$ cat src/rtl/fpcmp_pkg.sv
package fpcmp_pkg;
    // predicate mask width: [3] quiet-NaN signals, [2] below, [1] equal, [0] unordered
    localparam int PRED_W = 4;

    typedef struct packed {
        logic below;
        logic equal;
        logic unord;
    } fpcmp_rel_t;
endpackage

$ cat src/rtl/fpcmp_unpack.sv
module fpcmp_unpack #(
    parameter int SP_EXP_W  = 8,
    parameter int SP_FRAC_W = 23,
    parameter int DP_EXP_W  = 11,
    parameter int DP_FRAC_W = 52,
    localparam int OPW  = 1 + DP_EXP_W + DP_FRAC_W,
    localparam int SPW  = 1 + SP_EXP_W + SP_FRAC_W,
    localparam int MAGW = DP_EXP_W + DP_FRAC_W,
    localparam int PADW = MAGW - (SP_EXP_W + SP_FRAC_W)
) (
    input  logic [OPW-1:0]  opnd_i,
    input  logic            dbl_i,
    input  logic            abs_i,
    output logic            sign_o,
    output logic [MAGW-1:0] mag_o,
    output logic            nan_o,
    output logic            snan_o
);
    logic                 s_sign;
    logic [SP_EXP_W-1:0]  s_exp;
    logic [SP_FRAC_W-1:0] s_frac;
    logic                 d_sign;
    logic [DP_EXP_W-1:0]  d_exp;
    logic [DP_FRAC_W-1:0] d_frac;
    logic                 s_nan, d_nan;
    logic                 sign_raw;

    assign s_sign = opnd_i[SPW-1];
    assign s_exp  = opnd_i[SPW-2 -: SP_EXP_W];
    assign s_frac = opnd_i[SP_FRAC_W-1:0];
    assign d_sign = opnd_i[OPW-1];
    assign d_exp  = opnd_i[OPW-2 -: DP_EXP_W];
    assign d_frac = opnd_i[DP_FRAC_W-1:0];

    assign s_nan = (&s_exp) && (|s_frac);
    assign d_nan = (&d_exp) && (|d_frac);

    always_comb begin
        if (dbl_i) begin
            sign_raw = d_sign;
            mag_o    = {d_exp, d_frac};
            nan_o    = d_nan;
            snan_o   = d_nan && !d_frac[DP_FRAC_W-1];
        end else begin
            sign_raw = s_sign;
            mag_o    = {{PADW{1'b0}}, s_exp, s_frac};
            nan_o    = s_nan;
            snan_o   = s_nan && !s_frac[SP_FRAC_W-1];
        end
        sign_o = sign_raw && !abs_i;
    end
endmodule

$ cat src/rtl/fpcmp_order.sv
module fpcmp_order
    import fpcmp_pkg::*;
#(
    parameter int MAGW = 63
) (
    input  logic            sign_a_i,
    input  logic [MAGW-1:0] mag_a_i,
    input  logic            nan_a_i,
    input  logic            sign_b_i,
    input  logic [MAGW-1:0] mag_b_i,
    input  logic            nan_b_i,
    output fpcmp_rel_t      rel_o
);
    logic both_zero;
    logic unord;
    logic same;

    assign both_zero = (mag_a_i == '0) && (mag_b_i == '0);
    assign unord     = nan_a_i || nan_b_i;
    assign same      = !unord && (both_zero ||
                       ((sign_a_i == sign_b_i) && (mag_a_i == mag_b_i)));

    always_comb begin
        rel_o.unord = unord;
        rel_o.equal = same;
        if (unord || same)
            rel_o.below = 1'b0;
        else if (sign_a_i != sign_b_i)
            rel_o.below = sign_a_i;
        else if (!sign_a_i)
            rel_o.below = mag_a_i < mag_b_i;
        else
            rel_o.below = mag_a_i > mag_b_i;
    end
endmodule

$ cat src/rtl/fpcmp_pick.sv
module fpcmp_pick
    import fpcmp_pkg::*;
(
    input  fpcmp_rel_t        rel_i,
    input  logic [PRED_W-1:0] pred_i,
    input  logic              snan_a_i,
    input  logic              snan_b_i,
    output logic              cond_o,
    output logic              invalid_o
);
    assign cond_o = (pred_i[2] && rel_i.below) ||
                    (pred_i[1] && rel_i.equal) ||
                    (pred_i[0] && rel_i.unord);
    assign invalid_o = rel_i.unord && (pred_i[3] || snan_a_i || snan_b_i);
endmodule

$ cat src/rtl/fp_cmp_unit.sv
module fp_cmp_unit
    import fpcmp_pkg::*;
#(
    parameter int SP_EXP_W  = 8,
    parameter int SP_FRAC_W = 23,
    parameter int DP_EXP_W  = 11,
    parameter int DP_FRAC_W = 52,
    parameter int CC_W      = 3,
    localparam int OPW  = 1 + DP_EXP_W + DP_FRAC_W,
    localparam int MAGW = DP_EXP_W + DP_FRAC_W,
    localparam int NCC  = 1 << CC_W
) (
    input  logic              clk,
    input  logic              rst_n,
    input  logic              valid_i,
    input  logic              fmt_dbl_i,
    input  logic              abs_i,
    input  logic [PRED_W-1:0] pred_i,
    input  logic [CC_W-1:0]   cc_i,
    input  logic [OPW-1:0]    opa_i,
    input  logic [OPW-1:0]    opb_i,
    output logic              res_valid_o,
    output logic              res_bit_o,
    output logic              res_invalid_o,
    output logic [CC_W-1:0]   res_cc_o,
    output logic [NCC-1:0]    cc_wmask_o
);
    typedef struct packed {
        logic            vld;
        logic            cond;
        logic            inv;
        logic [CC_W-1:0] cc;
        logic [NCC-1:0]  mask;
    } state_t;

    state_t st_d, st_q;

    logic            sign_a, sign_b;
    logic [MAGW-1:0] mag_a, mag_b;
    logic            nan_a, nan_b, snan_a, snan_b;
    fpcmp_rel_t      rel;
    logic            cond_w, inv_w;
    logic [NCC-1:0]  dec_w;

    fpcmp_unpack #(
        .SP_EXP_W(SP_EXP_W), .SP_FRAC_W(SP_FRAC_W),
        .DP_EXP_W(DP_EXP_W), .DP_FRAC_W(DP_FRAC_W)
    ) i_unpack_a (
        .opnd_i(opa_i), .dbl_i(fmt_dbl_i), .abs_i(abs_i),
        .sign_o(sign_a), .mag_o(mag_a), .nan_o(nan_a), .snan_o(snan_a)
    );

    fpcmp_unpack #(
        .SP_EXP_W(SP_EXP_W), .SP_FRAC_W(SP_FRAC_W),
        .DP_EXP_W(DP_EXP_W), .DP_FRAC_W(DP_FRAC_W)
    ) i_unpack_b (
        .opnd_i(opb_i), .dbl_i(fmt_dbl_i), .abs_i(abs_i),
        .sign_o(sign_b), .mag_o(mag_b), .nan_o(nan_b), .snan_o(snan_b)
    );

    fpcmp_order #(.MAGW(MAGW)) i_order (
        .sign_a_i(sign_a), .mag_a_i(mag_a), .nan_a_i(nan_a),
        .sign_b_i(sign_b), .mag_b_i(mag_b), .nan_b_i(nan_b),
        .rel_o(rel)
    );

    fpcmp_pick i_pick (
        .rel_i(rel), .pred_i(pred_i),
        .snan_a_i(snan_a), .snan_b_i(snan_b),
        .cond_o(cond_w), .invalid_o(inv_w)
    );

    // target index decoder, one line per condition-code bit
    for (genvar g = 0; g < NCC; g++) begin : g_dec
        assign dec_w[g] = (cc_i == CC_W'(g));
    end

    always_comb begin
        st_d     = st_q;
        st_d.vld = valid_i;
        if (valid_i) begin
            st_d.cond = cond_w;
            st_d.inv  = inv_w;
            st_d.cc   = cc_i;
            st_d.mask = dec_w;
        end
    end

    always_ff @(posedge clk) begin
        if (!rst_n) st_q <= '0;
        else        st_q <= st_d;
    end

    assign res_valid_o   = st_q.vld;
    assign res_bit_o     = st_q.cond;
    assign res_invalid_o = st_q.inv;
    assign res_cc_o      = st_q.cc;
    assign cc_wmask_o    = st_q.mask;
endmodule

$ cat config.mk
export PLATFORM = sky130hd
export DESIGN_NAME = fp_cmp_unit
export DESIGN_NICKNAME = d
export VERILOG_FILES = /design/src/rtl/fpcmp_pkg.sv /design/src/rtl/fpcmp_unpack.sv /design/src/rtl/fpcmp_order.sv /design/src/rtl/fpcmp_pick.sv /design/src/rtl/fp_cmp_unit.sv
export SDC_FILE = /design/constraint.sdc
export NUM_CORES = 1
export LEC_CHECK = 0
export ABC_AREA = 1
export BUFFER_PORTS_ARGS = -buffer_cell sky130_fd_sc_hd__buf_2
export CAP_MARGIN = 15
export CORE_MARGIN = 2
export CORE_UTILIZATION = 55
export CTS_CLUSTER_DIAMETER = 60
export DETAILED_ROUTE_END_ITERATION = 10
export MAX_ROUTING_LAYER = met4
export PLACE_DENSITY = 0.86
export SYNTH_ARGS = -nofsm -noshare
export SYNTH_HDL_FRONTEND = slang
export SYNTH_HIERARCHICAL = 1
export SYNTH_SLANG_ARGS = --single-unit
export TNS_END_PERCENT = 10
$ cat constraint.sdc
create_clock -name clk -period 4.1 [get_ports clk]
set_clock_uncertainty 0.15 [all_clocks]
set_input_delay 0.615 -clock clk [delete_from_list [all_inputs] [get_ports clk]]
set_output_delay 0.615 -clock clk [all_outputs]
set_load 0.02 [all_outputs]
### Word-level counts from Yosys, hierarchy flattened

Cells that the tools add are included.

* order comparisons: 2
* eq/ne operators: 10
* multiplexer cells: 11
* reductions and logical operators: 41

Operators with widths (number)
* zero test 63 bit: 2
* 2-to-1 mux 63 bit: 2
* OR reduction 52 bit: 2
* == test 63 bit: 1
* > comparator 63 bit: 1
* less-than comparator 63 bit: 1
* OR reduction 23 bit: 2
* AND reduction 11 bit: 2
* logical AND 1 bit: 17
* AND reduction 8 bit: 2
* == test 3 bit, second input constant: 4
* 2-to-1 mux 1 bit: 9
* logical OR 1 bit: 7
* == test 3 x 2 -> 1 bit, second input constant: 2
* zero test 1 bit: 6
* == test 3 x 1 -> 1 bit, second input constant: 1
* zero test 3 bit: 1
* == test 1 bit: 1
* inequality test 1 bit: 1

* register bits after elaboration: 14
* input bits: 140
* output and inout port bits: 14
* word-level logic and storage cells: 69

### Logic depth before layout (Yosys ltp)

Gate-level depths: netlist of run 1.

* word-level depth: 11
* depth in mapped cells: 23
* depth with buffers taken out: 21

### Hierarchy

Netlist of run 1, hierarchy kept.

By module, submodules not included
* fpcmp_order: instances 1, cells each 437, area an instance 2353.5 sq um
* fpcmp_unpack: instances 2, cells each 167, area an instance 807.0 sq um
* fp_cmp_unit: instances 1, cells each 66, area an instance 525.5 sq um
* fpcmp_pick: instances 1, cells each 8, area an instance 36.3 sq um

### Least setup slack after synthesis of run 1

No wires, ideal clock.

* kind: input port to flip-flop
* start point: input port fmt_dbl_i
* end point: register st_q (netlist bit res_bit_o)
* arrival: 2307 ps
* required time: 3834 ps
* setup slack: 1527 ps
* stages on the path: 21
* path buffers: 2
* cell sequence: buf_6 buf_2 nand2_1 inv_1 inv_1 ha_1 nand2_2 nor2_4 nand4_2 nor2_2 nand2_1 nor2_2 nand2_1 nand2_1 nand2_1 nand2_1 nor2_1 nand2_1 nand3_1 nor2_1 nor2_1

RTL lines
* start: declaration: RTL line fp_cmp_unit.sv:16 `input logic fmt_dbl_i,`
* end signal: assignment: RTL line fp_cmp_unit.sv:91 `else st_q <= st_d;`
* end: declaration: RTL line fp_cmp_unit.sv:36 `state_t st_d, st_q;`

==> results of run 1 <==
-- per-stage QoR --
| stage | power, mW | instance area [um2] | worst slack (ps) |
|---|---|---|---|
| final | 0.703 | 4940 | 891 |
| after global routing | 0.772 | 4940 | 542 |
| after CTS | 0.704 | 4940 | 962 |
| after detailed placement | 0.566 | 4880 | 714 |
| after global placement | 0.561 | 4880 | 783 |
| after floorplan | 0.450 | 4530 | 1530 |
-- synth_stat cells (all sizes together) --
library cell / instances
nor3: 5
nor4: 2
mux2i: 2
nor2: 162
nand2: 246
nand3: 17
ha: 63
xnor2: 1
and3: 1
nand3b: 2
nand4: 33
or2: 1
and2: 2
buf: 74
inv: 175
o21ai: 7
a21o: 3
a21oi: 35
dfxtp: 14
-- worst register-to-register path: cells and delay by family, from the launching register on --
family / cells / cell delay (ps)
and+or+nand+nor: 1 / 60
DFF: 1 / 330
AOI/OAI and AO/OA: 1 / 210
-- power groups by stage --
stage          logic, mW  clock network, mW  registers, mW
2_1_floorplan      0.296                  0          0.154
3_3_place_gp       0.414                  0          0.147
4_1_cts            0.421              0.138          0.144
3_5_place_dp       0.419                  0          0.147
6_report           0.423              0.135          0.145
5_1_grt            0.485              0.142          0.145
-- worst min-delay path by stage --
stage,from,slack [ps],cells after the start,to
CTS,cc_wmask_o[3],310,2,cc_wmask_o[3]
global placement,cc_wmask_o[7],300,2,cc_wmask_o[7]
finish,cc_wmask_o[3],310,2,cc_wmask_o[3]
detailed placement,cc_wmask_o[3],300,2,cc_wmask_o[3]
global route,cc_wmask_o[6],330,2,cc_wmask_o[6]
floorplan,cc_wmask_o[0],390,2,cc_wmask_o[0]
-- layout make-up --
class	instances	share of cell area, %
tap	105	2.66
sequential	14	5.68
timing repair buffer	155	15.8
inverter	175	13.4
multi-input combinational	582	61.3
clock buffer	4	1.12
-- flip-flops by register name (all words and copies together) (netlist names) --
| register | cells |
|---|---|
| res_cc_o | 3 |
| cc_wmask_o | 8 |
| res_valid_o | 1 |
| res_bit_o | 1 |
| res_invalid_o | 1 |
-- per-layer routing --
layer  track usage (%)  up-vias  share of wire, %
met5                 -        -                 0
met4              5.19        0               1.5
met3              3.35       18               9.1
met2              46.7      202                45
met1              35.6     2108                44
li1                  -     2677                 -
-- kinds of logic (layout without fill, tap and decap cells) --
family | Yosys count | in the layout | share of synthesized area, %
xor gates and xnor gates | 1 | 1 | 0.193
muxes | 2 | 2 | 0.442
AOI/OAI and AO/OA | 45 | 45 | 5.22
buffers and inverters | 249 | 334 | 27.0
adders and majority gates | 63 | 63 | 17.4
and+or+nand+nor | 471 | 471 | 43.6
DFF | 14 | 14 | 6.19
==> impl_metrics.csv, run 1 <==
group,metric,value,unit
drt,first_pass_iters,5,
worst_setup_path,r2r-end,"res_bit_o",
logic_synthesis,syn-cell-area,0.00453,mm2
job,cap_violations,0,
worst_setup_path,r2r_cells,2,
grt,grt_pass1_wl,19.3,mm
sta,slew_violations,0,
worst_setup_path,regToRegStartpoint,"res_bit_o",
power,p_clk_share,19.2,%
logic_synthesis,yosys_warnings,6,
sta,hold_viol_final,0,
floorplan,fp.dieH,94.7,um
logic_synthesis,syn-num-nets,1048,
worst_setup_path,path_cells,"buf_2, buf_4, nand2_1, inv_1, inv_1, ha_1, nand2_2, nor2_1, nand4_1, nor2_1, nand2_1, nor2_1, nand2_1, nand2_1, nor2_1, nand2_1, nor2_1, nand2_1, nand3_1, nor2_1, nor2_1",
final_layout,layout.cells.non_filler,1035,
floorplan,coreArea,0.00809,mm2
floorplan,ios,154,
sta,finalCritPeriodShare,78.3,%
final_layout,final_cell_mix,"242 x nand2_1, 172 x inv_1, 156 x nor2_1, 153 x buf_2, 63 x ha_1",
clock_tree,cts-root-buf,"clkbuf_8",
power,p_leak,3.17,nW
drt,avgViaCountPerCell,4.84,
logic_synthesis,ys_ff_latch,14,
drt,drc,0,
worst_setup_path,crit_path_max_incr_delay,410,ps
worst_setup_path,critPathMaxFanout,35,
drt,wirelength,12.2,mm
grt,antenna_found_initial,0,
clock_tree,cts_hold_buf,0,
logic_synthesis,synth_area_per_cell,5.36,um2
placement,placed_cells,1031,
sta,rsz0062_at_grt,"no",
final_layout,diodes,0,
placement,gp_congestion,0.966,
drt,wire_per_inst,11.7,um
logic_synthesis,synth.distinct_cells,31,
sta,setup-tns-final,0,ps
worst_setup_path,worstSetupPathType,"in2reg",
power,p_per_area,142,mW/mm2
drt,drtIter0Drc,206,
power,p_sw_share,44.0,%
clock_tree,clock_latency,250,ps
clock_tree,cts_buffers,3,
clock_tree,cts_tree,"done",
worst_setup_path,cp-end-kind,"register",
clock_tree,post_cts_buffers,0,
final_layout,layout_commonest_cell,"nand2_1",
worst_setup_path,crit_top_cell,"nor2_1",
power,power.switching,0.310,mW
sta,max_freq,312,MHz
grt,grt_overflow,0,
worst_setup_path,cpMaxStageDelayCell,"buf_4",
drt,via_count,5005,
logic_synthesis,netlist_instances,845,
clock_tree,clock_path_buffers,2,
logic_synthesis,synthTopCellsByArea,"nand2_1 20%, ha_1 17%, inv_1 14%, nor2_1 13%, buf_4 11%",
worst_setup_path,critPathLaunch,"fmt_dbl_i",
final_layout,utilization,61.0,%
final_layout,syn2layout_area_growth,9.01,%
final_layout,fillers,878,
sta,worst_pin_slew,494,ps
worst_setup_path,critPathCapture,"res_bit_o",
power,p_int,0.393,mW
placement,io_buffers,153,
sta,holdWs,309,ps
final_layout,regArea,280,um2
floorplan,die_w,94.7,um
floorplan,num_rows,33,
grt,grt_start_max_net_pins,36,
final_layout,final_nets,1134,
placement,hpwlAfterDp,10.9,mm
sta,setup_viol,0,
clock_tree,cts_max_level,1,
worst_setup_path,critPathBufInv,4,
power,seq_power_share,20.6,%
sta,fin_crit,3210,ps
clock_tree,cts_resized,0,
logic_synthesis,synth-seq-area-share,6.19,%
clock_tree,clock-sinks,14,
logic_synthesis,yosysTopAreaCell,"nand2_1",
logic_synthesis,synth_top_area_share,20.1,%
worst_setup_path,reg2reg_slack,3250,ps
hold_path,hold_path.class,"reg2reg",
final_layout,drive_gt1_share,19.5,%
floorplan,die_area,0.00898,mm2
power,comb_power_share,60.2,%
sta,slew_headroom,67.1,%
floorplan,initial_core_util,56.0,%
worst_setup_path,crit_required,4090,ps
grt,grt_pass1_vias,4450,
grt,track_usage,27.6,%
final_layout,multi_input_area,0.00303,mm2
worst_setup_path,setup.worst_path.start_class,"input pin",
power,peakVddDrop,0.000174,V
run_status,status,"completed",
clock_tree,path_clk_slew,60,ps
worst_setup_path,cp_top_family,"simple AND/OR/NAND/NOR gates",
drt,ant_nets,0,
worst_setup_path,cp.depth,21,
worst_setup_path,arrival,3200,ps
Power figures use the tool's default switching activity.
==> run 2, diff against run 1 <==
CORE_UTILIZATION = 48   (was 55)
PLACE_DENSITY = 0.8   (was 0.86)
clock period = 2.8 ns   (was 4.1 ns; I/O delays follow)
==> impl_metrics.csv, run 2 (same netlist as run 1, synthesis figures left out) <==
group,metric,value,unit
worst_setup_path,path_cells,"clkbuf_4, buf_12, buf_4, nand2_1, inv_1, inv_1, ha_1, nand2_1, inv_1, nand4_1, nor2_2, nand2_1, nor2_2, nand2_1, nand2_1, nand2_1, nand2_1, nor2_1, nand2_1, nand3_1, nor2_1, nor2_1",
sta,max_freq,401,MHz
job,cap_violations,0,
sta,rsz0062_at_grt,"no",
final_layout,final_cell_mix,"242 x nand2_1, 172 x inv_1, 155 x nor2_1, 152 x buf_2, 63 x ha_1",
placement,hpwlAfterDp,11.2,mm
worst_setup_path,worstSetupPathType,"in2reg",
worst_setup_path,arrival,2470,ps
final_layout,final_nets,1138,
floorplan,ios,154,
power,p_leak,3.20,nW
drt,drc,0,
clock_tree,clock-sinks,14,
floorplan,initial_core_util,49.3,%
worst_setup_path,crit_required,2780,ps
worst_setup_path,cp_top_family,"simple AND/OR/NAND/NOR gates",
power,peakVddDrop,0.000107,V
floorplan,die_w,101,um
drt,drtIter0Drc,245,
drt,wirelength,12.6,mm
clock_tree,cts-root-buf,"clkbuf_8",
final_layout,stdcell_area,0.00500,mm2
run_status,status,"completed",
final_layout,syn2layout_area_growth,10.4,%
worst_setup_path,critPathMaxFanout,21,
grt,grt_overflow,0,
sta,fin_ws,309,ps
clock_tree,post_cts_buffers,0,
clock_tree,clock_latency,230,ps
final_layout,largest_register_ffs,8,
worst_setup_path,cpMaxStageDelayCell,"ha_1",
clock_tree,cts_max_level,1,
drt,ant_nets,0,
clock_tree,cts_buffers,3,
sta,slew_headroom,71.7,%
sta,setup-tns-final,0,ps
worst_setup_path,critPathBufInv,6,
drt,avgViaCountPerCell,4.80,
sta,worst_pin_slew,422,ps
worst_setup_path,crit_top_cell,"nand2_1",
grt,track_usage,24.8,%
clock_tree,cts_hold_buf,0,
final_layout,layout_commonest_cell,"nand2_1",
drt,wire_per_inst,12.0,um
clock_tree,path_clk_slew,50,ps
floorplan,fp.dieH,101,um
placement,gp_congestion,0.999,
grt,grt_pass1_wl,20.3,mm
drt,via_count,5023,
grt,antenna_found_initial,2,
sta,fin_crit,2490,ps
placement,placed_cell_area,0.00492,mm2
sta,setup_viol,0,
worst_setup_path,crit_path_max_incr_delay,270,ps
sta,hold_viol_final,0,
floorplan,coreArea,0.00920,mm2
sta,slew_violations,0,
worst_setup_path,cp-end-kind,"register",
power,p_per_area,200,mW/mm2
worst_setup_path,setup.worst_path.start_class,"input pin",
floorplan,die_area,0.0102,mm2
clock_tree,cts_tree,"done",
clock_tree,cts_resized,0,
drt,first_pass_iters,5,
grt,grt_pass1_vias,4662,
placement,io_buffers,153,
grt,grt_start_max_net_pins,43,
placement,place_ws,71.2,ps
clock_tree,clock_path_buffers,2,
final_layout,utilization,54.4,%
floorplan,num_rows,35,
final_layout,drive_gt1_share,19.8,%
sta,finalCritPeriodShare,89.0,%
hold_path,hold_path.class,"in2reg",
==> run 2: worst min-delay path: cells and delay by family <==
family	cells	cell delay (ps)
AND/OR/NAND/NOR	1	60
buffers and inverters	2	170
==> run 2: worst paths after layout <==
path                            slack [ps]  cells past startpoint       endpoint           from
worst min-delay path                   300                      3    res_valid_o          rst_n
worst max-delay path                   310                     22      res_bit_o      fmt_dbl_i
worst min register to register         310                      2  cc_wmask_o[4]  cc_wmask_o[4]
worst max register to register        2010                      2    res_cc_o[1]    res_cc_o[1]
==> run 2: metrics by stage <==
stage | hold WS (ps) | power [mW] | cells
floorplan | 368 | 0.659 | 845
global placement | 302 | 0.829 | 1040
detailed placement | 302 | 0.835 | 1040
CTS | 297 | 0.993 | 1043
global route | 306 | 1.10 | 1046
finish | 299 | 1.00 | 1046
==> run 2: final cells by class <==
class                           instances  area (um2)
Antenna cell                            2        5.00
Clock buffer                            3        41.3
Fill cell                            1031        4200
Inverter                              175         662
Multi-Input combinational cell        582        3030
Sequential cell                        14         280
Tap cell                              111         139
Timing Repair Buffer                  159         843
==> run 2: layer usage <==
| metal | wire [um] | up-vias | global-route usage [%] |
|---|---|---|---|
| met5 | 0 | - | - |
| met4 | 216 | 0 | 4.26 |
| met3 | 1040 | 18 | 2.07 |
| met2 | 5780 | 181 | 42.7 |
| met1 | 5560 | 2138 | 32.1 |
| li1 | - | 2686 | - |
==> run 2: where the power goes <==
part	internal, mW	switching, mW
registers	0.208	0.00363
logic	0.251	0.382
clock network	0.0947	0.0607
==> run 3, diff against run 2 <==
CORE_UTILIZATION = 45   (was 48)
PLACE_DENSITY = 0.79   (was 0.8)
SYNTH_HIERARCHICAL = default   (was 1)
==> impl_metrics.csv, run 3 <==
group,metric,value,unit
final_layout,diodes,0,
worst_setup_path,critPathMaxFanout,16,
logic_synthesis,synth_compound_area_share,8.04,%
clock_tree,cts_tree,"done",
logic_synthesis,synth_area_per_cell,5.26,um2
logic_synthesis,synthTopCellsByArea,"nand2_1 26%, ha_1 22%, nor2_1 13%, inv_1 12%, dfxtp_1 7.9%",
grt,grt_start_max_net_pins,29,
worst_setup_path,cp-end-kind,"register",
drt,ant_nets,0,
job,cap_violations,0,
sta,setup-tns-final,0,ps
logic_synthesis,synth_ff_type,"dfxtp_1",
logic_synthesis,synth_top_area_share,26.1,%
final_layout,final_nets,1029,
logic_synthesis,yosys_warnings,0,
sta,hold_viol_final,0,
floorplan,ios,154,
drt,wire_per_inst,11.8,um
placement,io_buffers,153,
sta,slew_violations,0,
sta,slew_headroom,71.4,%
clock_tree,path_clk_slew,60,ps
logic_synthesis,yosysTopAreaCell,"nand2_1",
clock_tree,cts_hold_buf,0,
drt,avgViaCountPerCell,4.94,
run_status,status,"completed",
grt,track_usage,25.3,%
final_layout,largest_register_ffs,8,
clock_tree,clock_path_buffers,2,
worst_setup_path,crit_required,2780,ps
clock_tree,post_cts_buffers,0,
floorplan,die_w,92.8,um
logic_synthesis,syn-num-nets,878,
grt,grt_pass1_vias,4201,
drt,drc,0,
logic_synthesis,syn-cell-area,0.00355,mm2
clock_tree,cts-root-buf,"clkbuf_8",
power,p_total,0.968,mW
logic_synthesis,netlist_instances,675,
final_layout,regArea,280,um2
sta,holdWs,264,ps
logic_synthesis,synthXorXnorAreaFrac,0,%
logic_synthesis,synth_top_family_by_area,"simple AND/OR/NAND/NOR gates",
logic_synthesis,synth-simple-area-share,48.0,%
final_layout,fillers,822,
sta,setup_viol,0,
drt,drtIter0Drc,241,
floorplan,initial_core_util,46.1,%
worst_setup_path,reg2reg_slack,1980,ps
sta,fin_crit,2440,ps
logic_synthesis,synthTopCellsByCount,"247 x nand2_1, 122 x nor2_1, 109 x inv_1",
sta,finalCritPeriodShare,87.2,%
sta,rsz0062_at_grt,"no",
placement,gp_congestion,0.931,
worst_setup_path,arrival,2420,ps
drt,wirelength,10.9,mm
logic_synthesis,ys_async_sr_fraction,0,%
power,peakVddDrop,0.000181,V
power,p_per_area,217,mW/mm2
floorplan,fp.dieH,92.8,um
logic_synthesis,synth-seq-area-share,7.90,%
floorplan,die_area,0.00861,mm2
clock_tree,clock-sinks,14,
logic_synthesis,synth.distinct_cells,24,
hold_path,hold_path.class,"in2reg",
sta,worst_pin_slew,426,ps
logic_synthesis,yosysMostFrequentCell,"nand2_1",
placement,place_ws,137,ps
power,p_leak,2.82,nW
final_layout,final_cell_mix,"247 x nand2_1, 153 x buf_2, 122 x nor2_1, 109 x inv_1, 63 x ha_1",
clock_tree,clock_latency,240,ps
logic_synthesis,synthAdderAreaFrac,22.2,%
floorplan,coreArea,0.00769,mm2
worst_setup_path,worstSetupPathType,"in2reg",
drt,first_pass_iters,5,
logic_synthesis,synth_edf_count,0,
final_layout,syn2layout_area_growth,25.9,%
final_layout,multi_input_area,0.00278,mm2
sta,max_freq,410,MHz
final_layout,drive_gt1_share,19.8,%
grt,grt_overflow,0,
drt,via_count,4576,
worst_setup_path,setup.worst_path.start_class,"input pin",
placement,hpwlAfterDp,9.77,mm
grt,antenna_found_initial,0,
logic_synthesis,ys_ff_latch,14,
clock_tree,cts_max_level,1,
clock_tree,cts_resized,0,
floorplan,num_rows,32,
logic_synthesis,synth_mux_area_share,0,%
final_layout,layout_commonest_cell,"nand2_1",
clock_tree,cts_buffers,3,
sta,fin_ws,359,ps
grt,grt_pass1_wl,17.8,mm
## run 3: cell count changes in the layout (fill, tap and decap cells not counted), sizes merged, moves of 2 or more
cell / previous run / this run
inv: 175 / 109
nand3: 17 / 20
nand2: 246 / 248
mux2i: 2 / 0
a21oi: 35 / 40
nand3b: 2 / 0
nor2: 162 / 122
diode: 2 / 0
nand4: 33 / 23
## run 3: logic make-up after synthesis
kind of cell	count (synthesis)
AND/OR/NAND/NOR	425
buffers and inverters	120
adder cells (fa/ha/maj)	63
AO/OA/AOI/OAI	53
flip-flops	14
## run 3: path summary, 6_finish.rpt
| path | end | depth (start not counted) | start |
|---|---|---|---|
| worst min-delay path | res_valid_o | 3 | rst_n |
| worst max register to register | cc_wmask_o[7] | 2 | cc_wmask_o[7] |
| worst min register to register | cc_wmask_o[0] | 2 | cc_wmask_o[0] |
| worst max-delay path | res_bit_o | 17 | fmt_dbl_i |
## run 3: stage by stage
step / instances / cell area (um2) / util [%]
finish: 927 / 4470 / 58.1
global route: 927 / 4470 / 58.1
CTS: 927 / 4470 / 58.1
detailed placement: 923 / 4410 / 57.4
global placement: 923 / 4410 / 57.4
floorplan: 675 / 3550 / -
## run 3: metal layers
| layer | part of all wire (%) | vias up | GRT usage [%] |
|---|---|---|---|
| met5 | 0 | - | - |
| met4 | 2.5 | 0 | 6.62 |
| met3 | 6.5 | 22 | 2.28 |
| met2 | 46 | 167 | 42.8 |
| met1 | 45 | 1972 | 32.3 |
| li1 | - | 2415 | - |
## run 3: critical path, cell delays in order
cell	delay, ps
buf_2	210
buf_4	260
nand2_1	100
ha_1	280
nand2_1	80
nor2_1	230
nand2_1	80
nor2_1	170
nand2_1	70
nor2_1	80
nand3_1	90
nand3_1	90
a21oi_1	50
nand2_1	60
nand2_1	50
nand2_1	70
a21oi_2	50
## run 3: area by class of cell
| class | instances | share of cell area [%] |
|---|---|---|
| Sequential cell | 14 | 6.27 |
| Clock buffer | 4 | 1.23 |
| Tap cell | 102 | 2.86 |
| Multi-Input combinational cell | 541 | 62.2 |
| Timing Repair Buffer | 156 | 18.2 |
| Inverter | 110 | 9.24 |
## run 3: where the power goes
part           switching (mW)  internal [mW]
Clock                  0.0732          0.125
Combinational           0.332          0.228
Sequential            0.00327          0.207
